$ cat src/rtl/ipres_pkg.sv
package ipres_pkg;

    typedef enum logic [2:0] {
        OP_NONE     = 3'd0,
        OP_ACCEPT   = 3'd1,
        OP_POLL     = 3'd2,
        OP_SET_CPRI = 3'd3,
        OP_SET_IPI  = 3'd4,
        OP_EOI      = 3'd5
    } op_e;

    // verdict on an external offer
    typedef struct packed {
        logic take;        // offer becomes the pending interrupt
        logic bounce_new;  // offer goes back to its source
        logic bounce_old;  // displaced external source goes back
    } offer_verdict_t;

    // verdict of an inter-processor evaluation
    typedef struct packed {
        logic install;     // reserved source takes the pending slot
        logic bounce_old;  // displaced external source goes back
    } ipi_verdict_t;

    // lower numeric value is the more favoured priority
    function automatic logic favoured(input logic [7:0] a, input logic [7:0] b);
        return a < b;
    endfunction

endpackage

$ cat src/rtl/ipres_offer_arb.sv
module ipres_offer_arb
    import ipres_pkg::*;
#(
    parameter int PRIO_W = 8
) (
    input  logic              offer_valid,
    input  logic [PRIO_W-1:0] offer_prio,
    input  logic [PRIO_W-1:0] cur_cpri,
    input  logic              pend_valid,
    input  logic [PRIO_W-1:0] pend_prio,
    input  logic              pend_ipi,
    output offer_verdict_t    verdict
);
    logic beats_cpu;
    logic beats_pending;

    always_comb begin
        beats_cpu          = offer_prio < cur_cpri;
        beats_pending      = !pend_valid || (offer_prio < pend_prio);
        verdict.take       = offer_valid && beats_cpu && beats_pending;
        verdict.bounce_new = offer_valid && !verdict.take;
        verdict.bounce_old = verdict.take && pend_valid && !pend_ipi;
    end

endmodule

$ cat src/rtl/ipres_ipi_check.sv
module ipres_ipi_check
    import ipres_pkg::*;
#(
    parameter int PRIO_W = 8
) (
    input  logic              enable,
    input  logic [PRIO_W-1:0] ipi_val,
    input  logic [PRIO_W-1:0] bound,
    input  logic              pend_valid,
    input  logic [PRIO_W-1:0] pend_prio,
    input  logic              pend_ipi,
    output ipi_verdict_t      verdict
);
    logic fire;
    logic held_wins;

    always_comb begin
        fire               = enable && (ipi_val < bound);
        held_wins          = pend_valid && (pend_prio <= ipi_val);
        verdict.install    = fire && !held_wins;
        verdict.bounce_old = verdict.install && pend_valid && !pend_ipi;
    end

endmodule

$ cat src/rtl/intr_presenter.sv
module intr_presenter
    import ipres_pkg::*;
#(
    parameter int          SRC_W   = 24,
    parameter int          PRIO_W  = 8,
    parameter int unsigned IPI_SRC = 2
) (
    input  logic                     clk,
    input  logic                     rst,
    input  logic                     offer_valid,
    input  logic [SRC_W-1:0]         offer_src,
    input  logic [PRIO_W-1:0]        offer_prio,
    input  logic                     op_valid,
    input  logic [2:0]               op_code,
    input  logic [SRC_W+PRIO_W-1:0]  op_wdata,
    output logic                     rd_valid,
    output logic [SRC_W+PRIO_W-1:0]  rd_data,
    output logic [PRIO_W-1:0]        rd_ipi,
    output logic                     irq_out,
    output logic                     rej_valid,
    output logic [SRC_W-1:0]         rej_src,
    output logic                     eoi_valid,
    output logic [SRC_W-1:0]         eoi_src,
    output logic                     resend_req
);
    localparam int                REG_W     = SRC_W + PRIO_W;
    localparam logic [PRIO_W-1:0] PRIO_NONE = '1;
    localparam logic [SRC_W-1:0]  IPI_TAG   = SRC_W'(IPI_SRC);

    // held state
    logic [PRIO_W-1:0] cur_cpri, pend_prio, ipi_prio;
    logic [SRC_W-1:0]  pend_src;
    logic              pend_ipi;

    // next state
    logic [PRIO_W-1:0] n_cpri, n_pprio, n_ipi;
    logic [SRC_W-1:0]  n_src;
    logic              n_pipi;
    logic              n_rd_v, n_rej_v, n_eoi_v, n_resend;
    logic [REG_W-1:0]  n_rd_d;
    logic [PRIO_W-1:0] n_rd_ipi;
    logic [SRC_W-1:0]  n_rej_s, n_eoi_s;

    op_e               op;
    logic              pend_valid;
    logic [PRIO_W-1:0] w_cpri, w_ipi;
    logic [SRC_W-1:0]  w_src;
    logic [REG_W-1:0]  cur_word;

    logic              ipi_en;
    logic [PRIO_W-1:0] ipi_val, ipi_bound;
    offer_verdict_t    ov;
    ipi_verdict_t      iv;

    assign op         = op_e'(op_code);
    assign pend_valid = (pend_src != '0);
    assign w_cpri     = op_wdata[REG_W-1:SRC_W];
    assign w_ipi      = op_wdata[PRIO_W-1:0];
    assign w_src      = op_wdata[SRC_W-1:0];
    assign cur_word   = {cur_cpri, pend_src};

    ipres_offer_arb #(.PRIO_W(PRIO_W)) u_arb (
        .offer_valid (offer_valid && !op_valid),
        .offer_prio  (offer_prio),
        .cur_cpri    (cur_cpri),
        .pend_valid  (pend_valid),
        .pend_prio   (pend_prio),
        .pend_ipi    (pend_ipi),
        .verdict     (ov)
    );

    // the IPI path is evaluated against the priority bound the operation leaves
    always_comb begin
        ipi_en    = 1'b0;
        ipi_val   = ipi_prio;
        ipi_bound = cur_cpri;
        if (op_valid) begin
            unique case (op)
                OP_SET_IPI: begin
                    ipi_en  = 1'b1;
                    ipi_val = w_ipi;
                end
                OP_SET_CPRI: begin
                    ipi_en    = (w_cpri >= cur_cpri) && !pend_valid;
                    ipi_bound = w_cpri;
                end
                OP_EOI: begin
                    ipi_en    = !pend_valid;
                    ipi_bound = w_cpri;
                end
                default: ;
            endcase
        end
    end

    ipres_ipi_check #(.PRIO_W(PRIO_W)) u_ipi (
        .enable     (ipi_en),
        .ipi_val    (ipi_val),
        .bound      (ipi_bound),
        .pend_valid (pend_valid),
        .pend_prio  (pend_prio),
        .pend_ipi   (pend_ipi),
        .verdict    (iv)
    );

    always_comb begin
        n_cpri   = cur_cpri;
        n_pprio  = pend_prio;
        n_ipi    = ipi_prio;
        n_src    = pend_src;
        n_pipi   = pend_ipi;
        n_rd_v   = 1'b0;
        n_rd_d   = rd_data;
        n_rd_ipi = rd_ipi;
        n_rej_v  = 1'b0;
        n_rej_s  = '0;
        n_eoi_v  = 1'b0;
        n_eoi_s  = '0;
        n_resend = 1'b0;

        if (op_valid) begin
            unique case (op)
                OP_ACCEPT: begin
                    n_rd_v   = 1'b1;
                    n_rd_d   = cur_word;
                    n_rd_ipi = ipi_prio;
                    n_cpri   = pend_prio;
                    n_src    = '0;
                    n_pprio  = PRIO_NONE;
                    n_pipi   = 1'b0;
                end
                OP_POLL: begin
                    n_rd_v   = 1'b1;
                    n_rd_d   = cur_word;
                    n_rd_ipi = ipi_prio;
                end
                OP_SET_CPRI: begin
                    n_cpri = w_cpri;
                    if (w_cpri < cur_cpri) begin
                        if (pend_valid && (w_cpri <= pend_prio)) begin
                            n_src   = '0;
                            n_pprio = PRIO_NONE;
                            n_pipi  = 1'b0;
                            if (!pend_ipi) begin
                                n_rej_v = 1'b1;
                                n_rej_s = pend_src;
                            end
                        end
                    end else if (!pend_valid) begin
                        n_resend = 1'b1;
                    end
                end
                OP_SET_IPI: begin
                    n_ipi = w_ipi;
                end
                OP_EOI: begin
                    n_cpri  = w_cpri;
                    n_eoi_v = 1'b1;
                    n_eoi_s = w_src;
                    if (!pend_valid) n_resend = 1'b1;
                end
                default: ;
            endcase
            if (iv.install) begin
                n_src   = IPI_TAG;
                n_pprio = ipi_val;
                n_pipi  = 1'b1;
            end
            if (iv.bounce_old) begin
                n_rej_v = 1'b1;
                n_rej_s = pend_src;
            end
        end else begin
            if (ov.take) begin
                n_src   = offer_src;
                n_pprio = offer_prio;
                n_pipi  = 1'b0;
            end
            if (ov.bounce_old) begin
                n_rej_v = 1'b1;
                n_rej_s = pend_src;
            end
            if (ov.bounce_new) begin
                n_rej_v = 1'b1;
                n_rej_s = offer_src;
            end
        end
    end

    always_ff @(posedge clk) begin
        if (rst) begin
            cur_cpri   <= '0;
            pend_prio  <= PRIO_NONE;
            ipi_prio   <= PRIO_NONE;
            pend_src   <= '0;
            pend_ipi   <= 1'b0;
            irq_out    <= 1'b0;
            rd_valid   <= 1'b0;
            rd_data    <= '0;
            rd_ipi     <= '0;
            rej_valid  <= 1'b0;
            rej_src    <= '0;
            eoi_valid  <= 1'b0;
            eoi_src    <= '0;
            resend_req <= 1'b0;
        end else begin
            cur_cpri   <= n_cpri;
            pend_prio  <= n_pprio;
            ipi_prio   <= n_ipi;
            pend_src   <= n_src;
            pend_ipi   <= n_pipi;
            irq_out    <= (n_src != '0);
            rd_valid   <= n_rd_v;
            rd_data    <= n_rd_d;
            rd_ipi     <= n_rd_ipi;
            rej_valid  <= n_rej_v;
            rej_src    <= n_rej_s;
            eoi_valid  <= n_eoi_v;
            eoi_src    <= n_eoi_s;
            resend_req <= n_resend;
        end
    end

endmodule

$ cat config.mk
export PLATFORM = sky130hd
export DESIGN_NAME = intr_presenter
export DESIGN_NICKNAME = d
export VERILOG_FILES = /design/src/rtl/ipres_pkg.sv /design/src/rtl/ipres_offer_arb.sv /design/src/rtl/ipres_ipi_check.sv /design/src/rtl/intr_presenter.sv
export SDC_FILE = /design/constraint.sdc
export NUM_CORES = 1
export LEC_CHECK = 0
export BUFFER_PORTS_ARGS = -buffer_cell sky130_fd_sc_hd__buf_2
export CORE_AREA = 2 2 112 125
export CTS_CLUSTER_SIZE = 28
export DETAILED_ROUTE_END_ITERATION = 10
export DIE_AREA = 0 0 114 127
export GPL_ROUTABILITY_DRIVEN = 1
export GPL_TIMING_DRIVEN = 0
export PLACE_DENSITY_LB_ADDON = 0.05
export SLEW_MARGIN = 20
export SYNTH_ARGS = -nofsm -noshare
export SYNTH_HDL_FRONTEND = slang
export SYNTH_SLANG_ARGS = --single-unit
$ cat constraint.sdc
create_clock -name clk -period 2.75 [get_ports clk]
set_input_delay 0.275 -clock clk [delete_from_list [all_inputs] [get_ports clk]]
set_output_delay 0.275 -clock clk [all_outputs]
set_load 0.02 [all_outputs]
==> results.py <==
metrics = {
    "outcome": {
        "status": "complete, no violations",
    },
    "clock_tree": {
        "cts_made_buffers": 17,
        "h-tree-depth": 4,
        "root_buffer": "clkbuf_16",
        "insertion_delay_ns": 0.43,
        "holdBufCountCts": 0,
        "cts_tree": "done",
        "path_clk_slew_ns": 0.06,
        "clockBufferDepth": 2,
        "clock_sinks": 142,
    },
    "floorplanning": {
        "die_w_microns": 114,
        "initial_core_util_pct": 47.3,
        "num_rows": 44,
        "io_pins": 164,
        "fp.coreArea_sq_mm": 0.0131,
        "die_h_microns": 127,
        "fp.dieArea_sq_mm": 0.0145,
    },
    "cells_and_area": {
        "final_layout_size_suffix_gt1_share_pct": 31.6,
        "filler_cell_count": 1189,
        "diodes": 0,
        "final_core_util_pct": 63.5,
        "area_growth_pct": 34.3,
        "multiInputGateArea_sq_mm": 0.00330,
        "seq_area_sq_mm": 0.00285,
        "fin_area_sq_mm": 0.00832,
        "layout.nets": 964,
        "final_cells": 1022,
    },
    "job": {
        "cap_violations": 0,
    },
    "sta": {
        "clock_skew_ns": 0.00930,
        "min_period_ns": 2.73,
        "max_freq_mhz": 366,
        "finalWorstSetupSlack_ns": 0.0192,
        "setup-violations-final": 0,
        "slew_headroom_pct": 37.8,
        "finalSetupTns_ns": 0,
        "final_max_slew_viol_count": 0,
        "tightest_slew_ns": 0.926,
        "period_share_pct": 99.3,
        "rsz0062_at_grt": "yes",
        "final_hold_viol_count": 0,
        "holdWs_ns": 0.0443,
    },
    "synth": {
        "yosysMostFrequentCell": "dfxtp_1",
        "synth_compound_gate_area_share_pct": 20.1,
        "ys_ff_latch": 142,
        "synth.yosys.seq_area_share_pct": 45.9,
        "synthAdderAreaFrac_pct": 9.09,
        "ys_top_cells_by_count": "142 x dfxtp_1, 97 x nand2_1, 61 x a21oi_1, 45 x ha_1, 28 x inv_1",
        "synth_cells": 648,
        "synth_edf_count": 0,
        "syn-cell-area_sq_mm": 0.00619,
        "synth_top_family_by_area": "compound AO/OA/AOI/OAI gates",
        "synth_top_area_share_pct": 45.9,
        "synth.distinct_cells": 55,
        "yosysTopAreaCell": "dfxtp_1",
        "synthArstFlopShare_pct": 0,
        "syn-num-nets": 764,
        "synthXorXnorAreaFrac_pct": 0.404,
        "syn_avg_cell_area_sq_um": 9.56,
        "ys_warn_count": 0,
        "synth_mux_area_share_pct": 3.96,
        "synth-main-ff-cell": "dfxtp_1",
        "synth_area_leaders": "dfxtp_1 46%, ha_1 9.1%, nand2_1 5.9%",
        "synth-simple-area-share_pct": 15.6,
    },
    "routing": {
        "via_per_inst": 5.48,
        "routedWlPerCell_microns": 17.5,
        "dr_total_vias": 5605,
        "ant_nets": 0,
        "drtIter0Drc": 292,
        "firstDrtPassIters": 4,
        "wl_microns": 17900,
        "drc_errors": 0,
    },
    "global_route": {
        "grt_antenna_before_repair": 0,
        "grt_pass1_vias": 5443,
        "met1_usage_pct": 30.0,
        "grtUsageMet2_pct": 43.5,
        "grt_max_degree": 17,
        "grt.busiest_layer": "met2",
        "gr-usage-met3_pct": 6.17,
        "grt_use_total_pct": 25.1,
        "gr-total-overflow": 0,
        "grt_pass1_wl_microns": 28000,
    },
    "pwr": {
        "vdd_drop_max_mv": 0.523,
        "total_power_mw": 5.58,
        "p_leak_nw": 3.71,
        "power_density_mw_per_mm2": 671,
    },
    "placement": {
        "pre_cts_ws_ns": -0.814,
        "place_inst": 971,
        "detailed_place.area_sq_mm": 0.00722,
        "hpwl_microns": 13500,
        "globalplace.congestion": 0.852,
        "numPortBuffers": 162,
    },
    "worst_hold_path": {
        "hold_path.class": "in -> reg",
    },
    "worst_setup_path": {
        "required_ns": 3.07,
        "cp-end-kind": "flop",
        "arrival_ns": 3.05,
        "critPathMaxFanout": 10,
        "path_class": "in -> reg",
        "cp-start-kind": "input port",
    },
}
-- critical path, stage by stage --
cell and delay (ns):
buf_4 0.14, and4bb_4 0.36, buf_12 0.15, buf_6 0.10
mux2i_4 0.26, ha_4 0.24, nor2b_4 0.12, o211ai_1 0.21
a211oi_2 0.10, a211o_1 0.29, a31oi_4 0.23, a211oi_4 0.09
buf_6 0.17, buf_8 0.14, a22o_1 0.19
-- cells by family after synthesis --
group,count (synthesis)
fa+ha+maj,45
mux,24
buf+inv,66
simple gates,198
flops,142
xor+xnor,2
compound gates,171
-- timing repair --
| action | in CTS | in global routing |
|---|---|---|
| pin swaps | 15 | 14 |
| cloned | 2 | 1 |
| endpoints found under the setup margin | 59 | 58 |
| resized for setup | 28 | 48 |
| buffers inserted | 5 | 13 |
-- layout by cell type, fill, tap and decap left out, drive strengths merged, types with 6 or more instances in the layout --
master	n
buf	190
dfxtp	142
nand2	97
a21oi	61
clkbuf	47
ha	45
inv	33
and2	25
a22o	24
a32o	23
mux2i	23
nor2	22
o211ai	13
nor4	11
nand3	11
o22ai	10
a211oi	10
nand4	9
o21ai	8
nor2b	6
-- state kept, by name (all words and copies together), names as in the netlist --
signal,count
eoi_valid,1
pend_ipi,1
irq_out,1
pend_prio,8
resend_req,1
rej_valid,1
rd_ipi,8
rd_data,32
eoi_src,24
rej_src,24
pend_src,24
ipi_prio,8
cur_cpri,8
rd_valid,1
-- layer usage --
layer  share of wire [%]  vias up
met1                  42     2654
met2                  51      161
met4                 2.4        0
li1                    -     2758
met5                   0        -
met3                 5.0       32
-- area by class of cell --
| class | count | share of cell area [%] |
|---|---|---|
| multi-input cells | 440 | 39.7 |
| flip-flops and latches | 142 | 34.2 |
| repair buffers | 183 | 12.0 |
| clock buffers | 18 | 5.16 |
| plain buffers | 36 | 2.78 |
| clock inverters | 14 | 2.48 |
| well taps | 161 | 2.42 |
| inverters | 28 | 1.26 |
-- path summary, 6_finish.rpt --
| path | to | slack, ns | from | cells past startpoint |
|---|---|---|---|---|
| min reg2reg | rd_data[25]$_SDFFE_PP0P_ | 0.45 | rd_data[25]$_SDFFE_PP0P_ | 2 |
| max | rej_src[10]$_SDFF_PP0_ | 0.02 | op_code[0] | 15 |
| max reg2reg | pend_src[19]$_SDFF_PP0_ | 0.09 | pend_src[0]$_SDFF_PP0_ | 8 |
| min | eoi_src[12]$_SDFF_PP0_ | 0.04 | op_wdata[12] | 2 |
-- power by group --
part | switching (mW) | leakage (nW) | total (mW) | internal [mW]
Combinational | 0.510 | 2.25 | 0.882 | 0.372
Clock | 0.941 | 0.305 | 2.48 | 1.54
Sequential | 0.0762 | 1.15 | 2.22 | 2.14
(Power assumes the default switching activity.)
